--- src/rtl/rx_trig_fifo.sv ---
module rx_trig_fifo #(
  parameter int DEPTH = 16,
  parameter int DW    = 8,
  localparam int CW   = $clog2(DEPTH + 1),
  localparam int PW   = $clog2(DEPTH)
) (
  input  logic          clk,
  input  logic          rst_n,
  input  logic          rx_valid,
  input  logic [DW-1:0] rx_byte,
  input  logic          rx_en,
  input  logic          frame_tick,
  input  logic          rd_en,
  output logic [DW-1:0] rd_data,
  input  logic          fifo_clr,
  input  logic          ctrl_wr,
  input  logic [7:0]    ctrl_word,
  input  logic          sts_wr,
  input  logic [2:0]    sts_clr_n,
  input  logic          rxi_en,
  input  logic          rei_en,
  output logic [CW-1:0] fill_cnt,
  output logic          rdf,
  output logic          dr,
  output logic          orer,
  output logic          rx_irq,
  output logic          err_irq
);

  function automatic logic [CW-1:0] level(input logic [1:0] sel);
    case (sel)
      2'd0:    level = CW'(1);
      2'd1:    level = CW'(DEPTH / 4);
      2'd2:    level = CW'(DEPTH / 2);
      default: level = CW'(DEPTH - 2);
    endcase
  endfunction

  function automatic logic [PW-1:0] bump(input logic [PW-1:0] p);
    bump = (p == PW'(DEPTH - 1)) ? '0 : p + PW'(1);
  endfunction

  logic [DW-1:0] mem [DEPTH];
  logic [PW-1:0] head, tail;
  logic [CW-1:0] cnt, cnt_n, trig;
  logic          seen_cur, seen_prev;

  wire unused_ctrl = ^ctrl_word[5:0];

  wire accept  = rx_valid & rx_en & ~orer;
  wire rd_ok   = rd_en & (cnt != '0) & ~fifo_clr;
  wire full    = (cnt == CW'(DEPTH));
  wire enq     = accept & ~fifo_clr & (~full | rd_ok);
  wire ovr     = accept & ~fifo_clr & full & ~rd_ok;

  assign cnt_n = cnt + CW'(enq) - CW'(rd_ok);

  wire quiet    = ~accept & ~seen_cur & ~seen_prev;
  wire dr_set   = frame_tick & quiet & ~fifo_clr & (cnt_n != '0) & (cnt_n < trig);
  wire rdf_wclr = sts_wr & ~sts_clr_n[1] & (cnt < trig);
  wire dr_wclr  = sts_wr & ~sts_clr_n[0] & (cnt == '0);

  always_ff @(posedge clk) begin
    if (enq) mem[tail] <= rx_byte;
  end

  always_ff @(posedge clk or negedge rst_n) begin
    if (!rst_n) begin
      head <= '0;
      tail <= '0;
      cnt  <= '0;
    end else if (fifo_clr) begin
      head <= '0;
      tail <= '0;
      cnt  <= '0;
    end else begin
      if (rd_ok) head <= bump(head);
      if (enq)   tail <= bump(tail);
      cnt <= cnt_n;
    end
  end

  always_ff @(posedge clk or negedge rst_n) begin
    if (!rst_n) begin
      rd_data <= '0;
    end else if (rd_en) begin
      rd_data <= rd_ok ? mem[head] : '0;
    end
  end

  always_ff @(posedge clk or negedge rst_n) begin
    if (!rst_n) begin
      rdf <= 1'b0;
      dr  <= 1'b0;
    end else if (fifo_clr) begin
      rdf <= 1'b0;
      dr  <= 1'b0;
    end else begin
      if (enq && cnt_n >= trig)
        rdf <= 1'b1;
      else if ((rd_ok && cnt_n < trig) || rdf_wclr)
        rdf <= 1'b0;
      if (dr_set)
        dr <= 1'b1;
      else if ((rd_ok && cnt_n == '0) || dr_wclr)
        dr <= 1'b0;
    end
  end

  always_ff @(posedge clk or negedge rst_n) begin
    if (!rst_n)
      orer <= 1'b0;
    else if (ovr)
      orer <= 1'b1;
    else if (sts_wr && !sts_clr_n[2])
      orer <= 1'b0;
  end

  always_ff @(posedge clk or negedge rst_n) begin
    if (!rst_n)
      trig <= CW'(1);
    else if (ctrl_wr)
      trig <= level(ctrl_word[7:6]);
  end

  always_ff @(posedge clk or negedge rst_n) begin
    if (!rst_n) begin
      seen_cur  <= 1'b0;
      seen_prev <= 1'b0;
    end else if (frame_tick) begin
      seen_prev <= seen_cur | accept;
      seen_cur  <= 1'b0;
    end else begin
      seen_cur  <= seen_cur | accept;
    end
  end

  assign fill_cnt = cnt;
  assign rx_irq   = rxi_en & (rdf | dr);
  assign err_irq  = orer & (rxi_en | rei_en);

endmodule

--- config.mk ---
export PLATFORM = sky130hd
export DESIGN_NAME = rx_trig_fifo
export DESIGN_NICKNAME = d
export VERILOG_FILES = /design/src/rtl/rx_trig_fifo.sv
export SDC_FILE = /design/constraint.sdc
export NUM_CORES = 1
export LEC_CHECK = 0
export ABC_AREA = 1
export BUFFER_PORTS_ARGS = -buffer_cell sky130_fd_sc_hd__buf_2
export CAP_MARGIN = 0
export CORE_ASPECT_RATIO = 0.7
export CORE_MARGIN = 1.5
export CORE_UTILIZATION = 54
export DETAILED_ROUTE_END_ITERATION = 8
export GPL_TIMING_DRIVEN = 0
export PLACE_DENSITY = 0.75
export SLEW_MARGIN = 20
export SYNTH_ARGS = -nofsm -noshare
export SYNTH_HDL_FRONTEND = slang
export SYNTH_SLANG_ARGS = --single-unit
--- constraint.sdc ---
create_clock -name clk -period 3 [get_ports clk]
set_clock_uncertainty 0.05 [all_clocks]
set_input_delay 0.45 -clock clk [delete_from_list [all_inputs] [get_ports clk]]
set_output_delay 0.45 -clock clk [all_outputs]
set_load 0.02 [all_outputs]
## Yosys cells after proc, flatten, opt, wreduce, memory -nomap -nowiden

Memory sizes are Yosys's and may differ from the RTL's.
Cells that the tools add are included.

- Magnitude comparators: 3
- Reductions and logical operators: 17
- Bitwise logic cells: 33
- $add $sub $neg: 4
- Multiplexer cells: 20
- Equal/unequal tests: 5

Operator list:

| cell | number |
|---|---|
| 2-to-1 mux 4 bit | 6 |
| bitwise AND 1 bit | 20 |
| one-hot mux 4 bit (3 select lines) | 1 |
| 2-to-1 mux 1 bit | 11 |
| logical NOT 5 bit | 2 |
| < comparator 5 bit | 2 |
| nonzero test 5 bit | 2 |
| inverter 1 bit | 9 |
| adder 4 x 1 -> 4 bit (second input constant) | 2 |
| equality test 4 bit (second input constant) | 2 |
| 2-to-1 mux 8 bit | 1 |
| nonzero test 2 bit | 3 |
| nonzero test 3 bit | 2 |
| adder 5 x 1 -> 5 bit | 1 |
| equality test 5 bit (second input constant) | 1 |
| greater-or-equal comparator 5 bit | 1 |
| 2-to-1 mux 5 bit | 1 |
| subtractor 5 x 1 -> 5 bit | 1 |
| logical AND 1 bit | 4 |
| OR 1 bit | 4 |
| equality test 2 x 1 -> 1 bit (second input constant) | 1 |
| equality test 2 bit (second input constant) | 1 |
| logical NOT 2 bit | 1 |
| logical OR 1 bit | 2 |
| logical NOT 1 bit | 1 |

- Bits in writable memories: 128
- Flip-flop bits (word level): 31
- Output and inout port bits: 18
- Word-level logic and storage cells: 93
- Memories kept: 1
- Input port bits: 30

Memories:

| name | depth | width | rd ports | clocked after Yosys merged registers in | write ports | line | text |
|---|---|---|---|---|---|---|---|
| mem | 16 | 8 | 1 | 0 | 1 | 43 | `logic [DW-1:0] mem [DEPTH];` |

## Depth between registers and ports, before layout

Gate-level depths: netlist (run 1).

- Depth in word-level cells: 13
- Gate-level depth with buffers: 24
- Gate-level depth less buffers: 23

## Least setup slack after synthesis (run 1)

Ideal clock, no wire load.

- Path type: flip-flop to flip-flop
- From: register cnt[3] (netlist: fill_cnt[3])
- To: register rdf
- Cell stages (with the launch flop): 24
- Path buffers: 1
- Library setup time: 0.117 ns
- Arrival time: 3.294 ns
- Required time: 2.833 ns
- Setup slack: -0.461 ns
- Clock period less this slack: 3.461 ns
- Path through: dfrtp_1 > inv_1 > ha_1 > nand3_2 > nand3_4 > nand2_2 > nand2_4 > buf_6 > ha_1 > inv_1 > ha_1 > inv_1 > fa_1 > xor2_1 > inv_1 > ha_1 > nand2_1 > nand2_1 > nand2_1 > nand2_1 > nor2_1 > nand3_1 > nand3_1 > nand2_1

- Longest elaborated chain between the ends: 11
- Elaborated cells on any way between the ends: 19
- Classes of those cells: 2 x add/sub; 3 x order compare; 1 x eq/ne; 2 x mux; 6 x bitwise; 5 x reduce/logical

RTL lines:

| what | line | text |
|---|---|---|
| start, declared | 45 | `logic [CW-1:0] cnt, cnt_n, trig;` |
| start signal, assigned | 79 | `cnt <= cnt_n;` |
| nonzero test 5 bit | 51 | `wire rd_ok = rd_en & (cnt != '0) & ~fifo_clr;` |
| bitwise AND 1 bit (2 in series) | 51 |  |
| OR 1 bit | 53 | `wire enq = accept & ~fifo_clr & (~full \| rd_ok);` |
| bitwise AND 1 bit | 53 |  |
| adder 5 x 1 -> 5 bit | 56 | `assign cnt_n = cnt + CW'(enq) - CW'(rd_ok);` |
| subtractor 5 x 1 -> 5 bit | 56 |  |
| greater-or-equal comparator 5 bit or < comparator 5 bit (tied branches) | 99, 101 |  |
| logical AND 1 bit (on tied branches) | 99, 101 |  |
| 2-to-1 mux 1 bit or logical OR 1 bit (tied branches) | 99, 101 |  |
| 2-to-1 mux 1 bit or nonzero test 3 bit (tied branches) | n/a |  |
| end signal, assigned | 96 | `rdf <= 1'b0;` |
| end signal, assigned | 100 | `rdf <= 1'b1;` |
| end signal, assigned | 102 | `rdf <= 1'b0;` |
| end, declared | 23 | `output logic rdf,` |

Parallel ways exist; a longest one is shown, timed or not.
A chain may end at the register's enable or synchronous reset.

## Final worst setup path (run 1)

Same ends and word-level chain as after synthesis.

==> results of run 1 <==
[final cells by class]
cell class	count	share of cell area
Sequential cell	158	0.549
Multi-Input combinational cell	423	0.272
Clock buffer	22	0.0630
Timing Repair Buffer	62	0.0436
Tap cell	162	0.0242
Inverter	43	0.0198
Buffer	27	0.0187
Clock inverter	10	0.0103
[per-layer routing]
layer | GRT usage | wire length, um | up-vias
li1 | - | - | 2412
met1 | 0.401 | 7620 | 2566
met2 | 0.425 | 8330 | 259
met3 | 0.117 | 2440 | 29
met4 | 0.0900 | 310 | 0
met5 | 0 | 0 | -
[flip-flops by register name, indices dropped and copies added (netlist names)]
register and cells:
seen_cur 1, rdf 1, rd_data 8, head 4
dr 1, orer 1, tail 4, mem 128
seen_prev 1, fill_cnt 5, trig 4
[Yosys cell counts, types with 3 or more instances]
master | number | area, sq um
ha_1 | 18 | 225
inv_2 | 3 | 11.3
nand2_1 | 190 | 713
buf_2 | 14 | 70.1
clkbuf_1 | 4 | 15.0
nor2_1 | 23 | 86.3
nand4_1 | 4 | 25.0
o21ai_0 | 9 | 45.0
nand3_1 | 144 | 721
nor3_1 | 15 | 75.1
dfrtp_1 | 29 | 726
xor2_1 | 3 | 26.3
inv_1 | 38 | 143
edfxtp_1 | 128 | 3840
buf_4 | 9 | 67.6
[per-stage QoR]
stage	cell area [sq um]	worst slack, ns
after floorplan	7080	-0.0609
after detailed placement	7570	-0.426
final	8390	-0.203
after CTS	8350	-0.155
after global routing	8390	-0.386
after global placement	7480	-0.336
[final timing paths]
check,slack [ns],cells after the start,startpoint,end
max,-0.20,22,fill_cnt[3]$_DFF_PN0_,rdf$_DFFE_PN0P_
min,0.01,1,rst_n,rd_data[2]$_DFFE_PN0P_
max reg2reg,-0.20,22,fill_cnt[3]$_DFF_PN0_,rdf$_DFFE_PN0P_
min reg2reg,0.45,1,seen_prev$_DFFE_PN0P_,seen_prev$_DFFE_PN0P_
max in group asynchronous,2.41,1,rst_n,fill_cnt[3]$_DFF_PN0_
min in group clk,0.14,2,frame_tick,seen_cur$_DFF_PN0_
[logic make-up after synthesis]
family,share of synthesized area
flip-flops,0.656
adder cells (fa/ha/maj),0.0350
multiplexers,0.00161
AND/OR/NAND/NOR,0.241
buffers and inverters,0.0481
XOR/XNOR,0.00500
AO/OA/AOI/OAI,0.0129
[worst max-delay path: cells and delay by family (launching register included)]
kind	cells	cell delay, ns
simple gates	12	1.04
fa+ha+maj	5	1.16
xor+xnor	1	0.19
flops	1	0.43
buf+inv	4	0.23
[cell usage in the layout (no fill, tap or decap), types with 4 or more instances in the layout]
master,synthesis,layout
nand2_1,190,187
ha_1,18,14
inv_1,38,32
buf_2,14,54
ha_4,0,4
clkbuf_1,4,4
buf_4,9,30
edfxtp_1,128,128
o21ai_0,9,9
inv_2,3,7
nand3_2,1,4
dfrtp_2,0,5
nand3_1,144,140
clkbuf_16,0,20
nand4_1,4,4
dfrtp_1,29,24
nor3_2,1,16
nor2_1,23,20
[power by group]
part	internal, mW	switching [mW]
combinational	0.826	1.55
clock	1.27	0.919
sequential	2.48	0.0928
total	4.58	2.57
[repair_timing]
item	4_1_cts	5_1_grt
endpoints found under the setup margin	2	2
hold buffers	0	0
gates resized for setup	11	11
buffers inserted	17	3
cloned	0	0
pin swaps	13	14
==> results.json, run 1 <==
{
  "worstSkewPairLatency_ns": 0.43,
  "syn_area_sq_um": 7000,
  "drive_gt1_frac": 0.230,
  "finalNetCount": 781,
  "tritoncts": "done",
  "drc": 1,
  "route.vias.total": 5266,
  "synth-main-ff-cell": "edfxtp_1",
  "ant_nets": 0,
  "setup_viol": 2,
  "wire_per_inst_um": 20.6,
  "grt_pass1_wl_mm": 28.7,
  "grt_max_degree": 31,
  "relSlewSlack": 0.418,
  "hold_viol_final": 0,
  "regArea_sq_um": 4600,
  "place.detailed.hpwl_mm": 12.7,
  "start_util": 0.558,
  "die-width_um": 139,
  "finalSetupTns_ns": -0.384,
  "rsz0062_at_grt": "yes",
  "dp_cells": 857,
  "io_pins": 48,
  "async_flop_share": 0.190,
  "crit_chain": "inv_4 -> ha_4 -> nand3_4 -> nand3_4 -> nand2_2 -> nand2_4 -> ha_4 -> inv_2 -> ha_4 -> inv_2 -> fa_2 -> xor2_4 -> inv_2 -> ha_4 -> nand2_2 -> nand2_1 -> nand2_1 -> nand2_2 -> nor2_4 -> nand3_2 -> nand2_1 -> nand2_1",
  "maxCapViolCount": 0,
  "holdCritPathClass": "in -> async",
  "ir_worst_vdd_v": 0.000467,
  "finalPower_mw": 7.15,
  "synth_edf_count": 128,
  "cts_buffer_depth": 2,
  "instances_no_fill": 907,
  "port_buffers": 40,
  "ys_types": 32,
  "status": "complete, but fails checks",
  "synth-seq-area-share": 0.656,
  "required_ns": 3.27,
  "antenna_found_initial": 0,
  "cts_root_buf": "clkbuf_16",
  "clock-sinks": 158,
  "final.period_utilization": 1.07,
  "yosysWarnings": 0,
  "syn_avg_cell_area_sq_um": 10.7,
  "max_stage_delay_ns": 0.43,
  "worstPathMaxFanout": 5,
  "grt.overflow.total": 0,
  "maxSlewViolCount": 0,
  "die_h_um": 98.3,
  "critPathKind": "reg -> reg",
  "p_per_area_nw_per_um2": 852,
  "critPathLaunchType": "register",
  "viasPerCell": 5.81,
  "grt_pass1_vias": 5239,
  "cp-end-kind": "register",
  "cts_max_level": 4,
  "syn-num-nets": 702,
  "ys_ff_latch": 158,
  "cts-buffers-inserted": 17,
  "syn-instance-count": 653,
  "period_needed_ns": 3.20,
  "core_area_sq_um": 12500,
  "rows": 34,
  "fmax_mhz": 312,
  "globalRouteTotalUtil": 0.290,
  "clk_pin_slew_worst_paths_ns": 0.06,
  "drtIter0Drc": 604,
  "fillCellCount": 878,
  "dr.pass1.iters": 7,
  "max_slew.worst_pin.slew_ns": 0.869,
  "dieArea_sq_um": 13700,
  "diodes": 0,
  "final_util": 0.668,
  "gp_congestion": 0.977,
  "multi_input_area_sq_um": 2280,
  "setup_ws_ns": -0.203,
  "total_leakage_power_nw": 3.40,
  "whs_ns": 0.0102,
  "drt_wl_total_mm": 18.7,
  "slowest_stage": "dfrtp_2",
  "area_growth_syn_to_layout_pct": 19.8,
  "failed_checks": "DRC, setup timing",
  "arrival_ns": 3.47
}
Note: power is estimated with default switching activity, not from simulation.
==> run 2: changes to the inputs <==
--- a/config.mk
+++ b/config.mk
@@ -14,6 +14,7 @@
 export DETAILED_ROUTE_END_ITERATION = 8
 export GPL_TIMING_DRIVEN = 0
 export PLACE_DENSITY = 0.75
+export SETUP_SLACK_MARGIN = 0.3
 export SLEW_MARGIN = 20
 export SYNTH_ARGS = -nofsm -noshare
 export SYNTH_HDL_FRONTEND = slang
==> results.json, run 2 (synthesis results as in run 1) <==
{
  "largest_register": "mem",
  "cts-buffers-inserted": 17,
  "p_sw_frac": 0.358,
  "wire_per_inst_um": 20.6,
  "grt_pass1_wl_mm": 28.7,
  "highest_layer": "met4",
  "drt_wl_total_mm": 18.7,
  "tritoncts": "done",
  "dr.pass1.iters": 9,
  "failed_checks": "DRC, setup timing",
  "cts_root_buf": "clkbuf_16",
  "globalRouteTotalUtil": 0.290,
  "io_pins": 48,
  "die-width_um": 139,
  "die_h_um": 98.3,
  "largest_register_ffs": 128,
  "worstPathMaxFanout": 5,
  "place.detailed.hpwl_mm": 12.7,
  "maxCapViolCount": 0,
  "clk_pin_slew_worst_paths_ns": 0.07,
  "drive_gt1_frac": 0.235,
  "design_area_sq_um": 8420,
  "period_needed_ns": 3.19,
  "setup_ws_ns": -0.193,
  "port_buffers": 40,
  "grt_max_degree": 31,
  "layout_commonest_cell": "nand2_1",
  "relSlewSlack": 0.403,
  "met2_length_mm": 8.46,
  "critPathKind": "reg -> reg",
  "ir_worst_vdd_v": 0.000468,
  "hold_viol_final": 0,
  "arrival_ns": 3.46,
  "dieArea_sq_um": 13700,
  "clock-sinks": 158,
  "post-place-ws_ns": -0.426,
  "placed_cell_area_sq_um": 7570,
  "holdCritPathClass": "in -> async",
  "netSwitchingPower_mw": 2.58,
  "grt_pass1_vias": 5239,
  "hold_buffers": 0,
  "max_slew.worst_pin.slew_ns": 0.891,
  "maxSlewViolCount": 0,
  "ant_nets": 0,
  "drt-met1-wl_mm": 7.73,
  "start_util": 0.558,
  "finalNetCount": 784,
  "cp-end-kind": "register",
  "setup_viol": 2,
  "total_leakage_power_nw": 3.42,
  "routed-wl-met3_mm": 2.23,
  "drtIter0Drc": 646,
  "cts_buffer_depth": 2,
  "status": "complete, but fails checks",
  "area_growth_syn_to_layout_pct": 20.3,
  "rows": 34,
  "p_clk_frac": 0.304,
  "power_frac_comb": 0.340,
  "rsz0062_at_grt": "yes",
  "required_ns": 3.27,
  "drc": 2,
  "critPathLaunchType": "register",
  "antenna_found_initial": 0,
  "seqPwrFrac": 0.356,
  "fmax_mhz": 313,
  "cts_max_level": 4,
  "p_per_area_nw_per_um2": 857,
  "dp_cells": 857,
  "route.vias.total": 5263,
  "final_util": 0.671,
  "instances_no_fill": 910,
  "viasPerCell": 5.78,
  "worstSkewPairLatency_ns": 0.44,
  "core_area_sq_um": 12500,
  "final_cell_mix": "185 x nand2_1, 142 x nand3_1, 128 x edfxtp_1, 54 x buf_2",
  "p_int_mw": 4.63,
  "gp_congestion": 0.977,
  "grt.overflow.total": 0,
  "final.period_utilization": 1.06,
  "diodes": 0
}
[run 2: cell types whose count changed in the layout (fill, tap and decap cells not counted), moves of 2 or more]
| cell | previous run | this run |
|---|---|---|
| nand3_2 | 4 | 2 |
| inv_2 | 7 | 9 |
| nand2_2 | 3 | 5 |
| nand2_1 | 187 | 185 |
| nand3_1 | 140 | 142 |
[run 2: final timing paths]
| check | startpoint | to | slack (ns) | depth (start not counted) |
|---|---|---|---|---|
| worst max-delay path | fill_cnt[3]$_DFF_PN0_ | rdf$_DFFE_PN0P_ | -0.19 | 23 |
| worst min-delay path | rst_n | seen_cur$_DFF_PN0_ | 0.01 | 1 |
| worst max register to register | fill_cnt[3]$_DFF_PN0_ | rdf$_DFFE_PN0P_ | -0.19 | 23 |
| worst min register to register | seen_prev$_DFFE_PN0P_ | seen_prev$_DFFE_PN0P_ | 0.45 | 1 |
| max in group asynchronous | rst_n | fill_cnt[3]$_DFF_PN0_ | 2.41 | 1 |
| min in group clk | frame_tick | seen_cur$_DFF_PN0_ | 0.14 | 2 |
[run 2: final cells by class]
| cell class | count | area, sq um |
|---|---|---|
| fillers | 872 | 4130 |
| multi-input cells | 423 | 2280 |
| inverters | 43 | 164 |
| plain buffers | 29 | 191 |
| well taps | 162 | 203 |
| clock inverters | 10 | 86.3 |
| clock buffers | 22 | 528 |
| flip-flops and latches | 158 | 4600 |
| repair buffers | 63 | 373 |
[run 2: power groups by stage]
stage               combinational, mW  sequential, mW  clock, mW
floorplan                        1.27            2.69          0
global placement                 1.92            2.62          0
detailed placement               1.99            2.63          0
CTS                              2.21            2.57       2.19
global route                     2.68            2.58       2.30
finish                           2.45            2.57       2.19
[run 2: what timing repair did]
action,CTS,global route
pin swaps,13,5
setup endpoints to repair,3,3
gates cloned,0,0
buffers inserted,17,4
resized for setup,11,12
[run 2: routing by layer]
metal / global-route usage / vias to the layer above
met4: 0.0900 / 0
met5: 0 / -
met2: 0.425 / 255
met3: 0.117 / 28
li1: - / 2410
met1: 0.401 / 2570
[run 2: per-stage QoR]
stage / TNS (ns) / hold slack, ns / power (mW)
finish: -0.384 / 0.0127 / 7.22
global route: -0.759 / 0.0554 / 7.56
CTS: -0.256 / 0.0228 / 6.97
detailed placement: -0.808 / 0.426 / 4.62
global placement: -0.613 / 0.415 / 4.54
floorplan: -0.0912 / 0.104 / 3.96
[run 2: worst max-delay path, cell delays in order, from the launching register on]
cell and delay [ns]:
dfrtp_2 0.43, inv_4 0.08, ha_4 0.18, nand3_4 0.09
nand3_4 0.10, nand2_2 0.07, nand2_4 0.07, buf_12 0.11
ha_4 0.19, inv_2 0.06, ha_4 0.13, inv_2 0.03
fa_2 0.39, xor2_4 0.19, inv_2 0.07, ha_4 0.22
nand2_1 0.05, nand2_1 0.06, nand2_1 0.08, nand2_2 0.06
nor2_4 0.15, nand3_2 0.09, nand3_1 0.09, nand2_1 0.06
==> run 3: changes to the inputs <==
--- a/config.mk
+++ b/config.mk
@@ -9,7 +9,7 @@
 export BUFFER_PORTS_ARGS = -buffer_cell sky130_fd_sc_hd__buf_2
 export CAP_MARGIN = 0
 export CORE_ASPECT_RATIO = 0.7
-export CORE_MARGIN = 1.5
+export CORE_MARGIN = 2
 export CORE_UTILIZATION = 54
 export DETAILED_ROUTE_END_ITERATION = 8
 export GPL_TIMING_DRIVEN = 0
==> results.json, run 3 (synthesis results as in run 1) <==
{
  "status": "complete, but fails checks",
  "failed_checks": "DRC, setup timing",
  "placed_cell_area_sq_um": 7570,
  "cts_max_level": 4,
  "finalNetCount": 782,
  "tritoncts": "done",
  "ir_worst_vdd_v": 0.000494,
  "hold_viol_final": 0,
  "crit_chain": "inv_4 -> ha_4 -> nand3_4 -> nand3_4 -> nand2_2 -> nand2_4 -> buf_12 -> ha_4 -> inv_2 -> ha_4 -> inv_2 -> fa_2 -> xor2_2 -> inv_2 -> ha_4 -> nand2_1 -> nand2_1 -> nand2_1 -> nand2_2 -> nor2_4 -> nand3_2 -> nand2_2 -> nand2_2 -> inv_1",
  "post-place-ws_ns": -0.456,
  "grt_pass1_vias": 5119,
  "arrival_ns": 3.48,
  "total_leakage_power_nw": 3.36,
  "worst-path-buf-inv": 6,
  "clk_pin_slew_worst_paths_ns": 0.07,
  "critPathKind": "reg -> reg",
  "setup_viol": 2,
  "endpoint": "dr$_DFFE_PN0P_",
  "r2r-end": "dr$_DFFE_PN0P_",
  "io_pins": 48,
  "slowest_stage": "dfrtp_2",
  "setup_ws_ns": -0.158,
  "r2r_start": "fill_cnt[3]$_DFF_PN0_",
  "diodes": 0,
  "gp_congestion": 0.979,
  "wire_per_inst_um": 20.8,
  "max_slew.worst_pin.slew_ns": 0.880,
  "viasPerCell": 5.84,
  "cts-buffers-inserted": 17,
  "drc": 1,
  "final.period_utilization": 1.05,
  "largest_register_ffs": 128,
  "rsz0062_at_grt": "yes",
  "p_per_area_nw_per_um2": 838,
  "r2r_setup_slack_ns": -0.16,
  "die_h_um": 99.3,
  "design_area_sq_um": 8350,
  "grt.overflow.total": 0,
  "cts_buffer_depth": 2,
  "largest_register": "mem",
  "clock-sinks": 158,
  "dr.pass1.iters": 8,
  "crit_cells": 24,
  "holdCritPathClass": "in -> async",
  "maxCapViolCount": 0,
  "drtIter0Drc": 594,
  "grt_max_degree": 31,
  "required_ns": 3.32,
  "fmax_mhz": 317,
  "port_buffers": 40,
  "start_util": 0.558,
  "final_cell_mix": "183 x nand2_1, 140 x nand3_1, 128 x edfxtp_1, 54 x buf_2, 32 x inv_1",
  "place.detailed.hpwl_mm": 12.7,
  "maxSlewViolCount": 0,
  "globalRouteTotalUtil": 0.286,
  "drt_wl_total_mm": 18.9,
  "die-width_um": 140,
  "reg2reg_depth": 24,
  "area_growth_syn_to_layout_pct": 19.2,
  "rows": 34,
  "cpLargestDelayFamily": "adder cells",
  "layout_commonest_cell": "nand2_1",
  "grt_pass1_wl_mm": 28.8,
  "cp-end-kind": "register",
  "hold_buffers": 0,
  "ant_nets": 0,
  "worstSkewPairLatency_ns": 0.43,
  "core_area_sq_um": 12500,
  "dieArea_sq_um": 13900,
  "antenna_found_initial": 0,
  "critPathLaunchType": "register",
  "route.vias.total": 5304,
  "max_stage_delay_ns": 0.43,
  "worstPathMaxFanout": 4,
  "cts_root_buf": "clkbuf_16",
  "setup.worst_path.start": "fill_cnt[3]$_DFF_PN0_",
  "relSlewSlack": 0.410,
  "period_needed_ns": 3.16,
  "drive_gt1_frac": 0.235
}
run 3: cell types whose count changed in the layout (fill, tap and decap cells not counted), sizes merged:
cell      change
clkbuf        -4
clkinvlp      +4
buf           -2
clkinv        +1
inv           -1
run 3: worst min-delay path by stage:
stage	startpoint	endpoint	slack, ns	cells after the start
5_1_grt	rst_n	fill_cnt[3]$_DFF_PN0_	0.07	1
2_1_floorplan	rst_n	dr$_DFFE_PN0P_	0.10	0
3_5_place_dp	rd_data[0]$_DFFE_PN0P_	rd_data[0]$_DFFE_PN0P_	0.44	2
6_report	rst_n	fill_cnt[3]$_DFF_PN0_	0.02	1
4_1_cts	rst_n	orer$_DFFE_PN0P_	0.04	1
3_3_place_gp	seen_prev$_DFFE_PN0P_	seen_prev$_DFFE_PN0P_	0.41	1
run 3: layout make-up:
class | count | area (sq um)
buffer | 29 | 191
fill | 893 | 4200
inverter | 43 | 164
sequential | 158 | 4600
tap | 162 | 203
timing repair buffer | 61 | 358
clock buffer | 18 | 439
clock inverter | 14 | 109
multi-input combinational | 423 | 2280
run 3: worst register-to-register path, stage by stage, from the launching register on:
cell     delay, ns
dfrtp_2       0.43
inv_4         0.07
ha_4          0.19
nand3_4       0.09
nand3_4       0.09
nand2_2       0.07
nand2_4       0.07
buf_12        0.11
ha_4          0.19
inv_2         0.06
ha_4          0.13
inv_2         0.04
fa_2          0.36
xor2_2        0.19
inv_2         0.07
ha_4          0.22
nand2_1       0.05
nand2_1       0.05
nand2_1       0.07
nand2_2       0.06
nor2_4        0.16
nand3_2       0.09
nand2_2       0.08
nand2_2       0.07
inv_1         0.06
run 3: power by group:
part	internal [mW]	switching, mW	total, mW
combinational	0.845	1.57	2.42
clock	1.09	0.914	2.01
sequential	2.48	0.0921	2.57
total	4.42	2.58	7.00
run 3: layer usage:
metal	GRT usage	part of all wire	up-vias
li1	-	-	2412
met5	0	0	-
met4	0.0847	0.016	0
met2	0.414	0.44	276
met3	0.105	0.13	30
met1	0.410	0.42	2586
run 3: timing repair:
item | 4_1_cts | 5_1_grt
pin swaps | 13 | 3
endpoints found under the setup margin | 3 | 3
resized for setup | 18 | 6
buffers inserted | 18 | 1
run 3: stage by stage:
stage | total power, mW | hold WS [ns] | TNS [ns] | cells | util
floorplan | 3.96 | 0.104 | -0.0912 | 653 | -
global placement | 4.56 | 0.415 | -0.631 | 855 | 0.596
detailed placement | 4.62 | 0.436 | -0.869 | 857 | 0.604
CTS | 6.86 | 0.0418 | -0.237 | 907 | 0.663
global route | 7.30 | 0.0692 | -0.578 | 908 | 0.665
finish | 7.00 | 0.0165 | -0.304 | 908 | 0.665
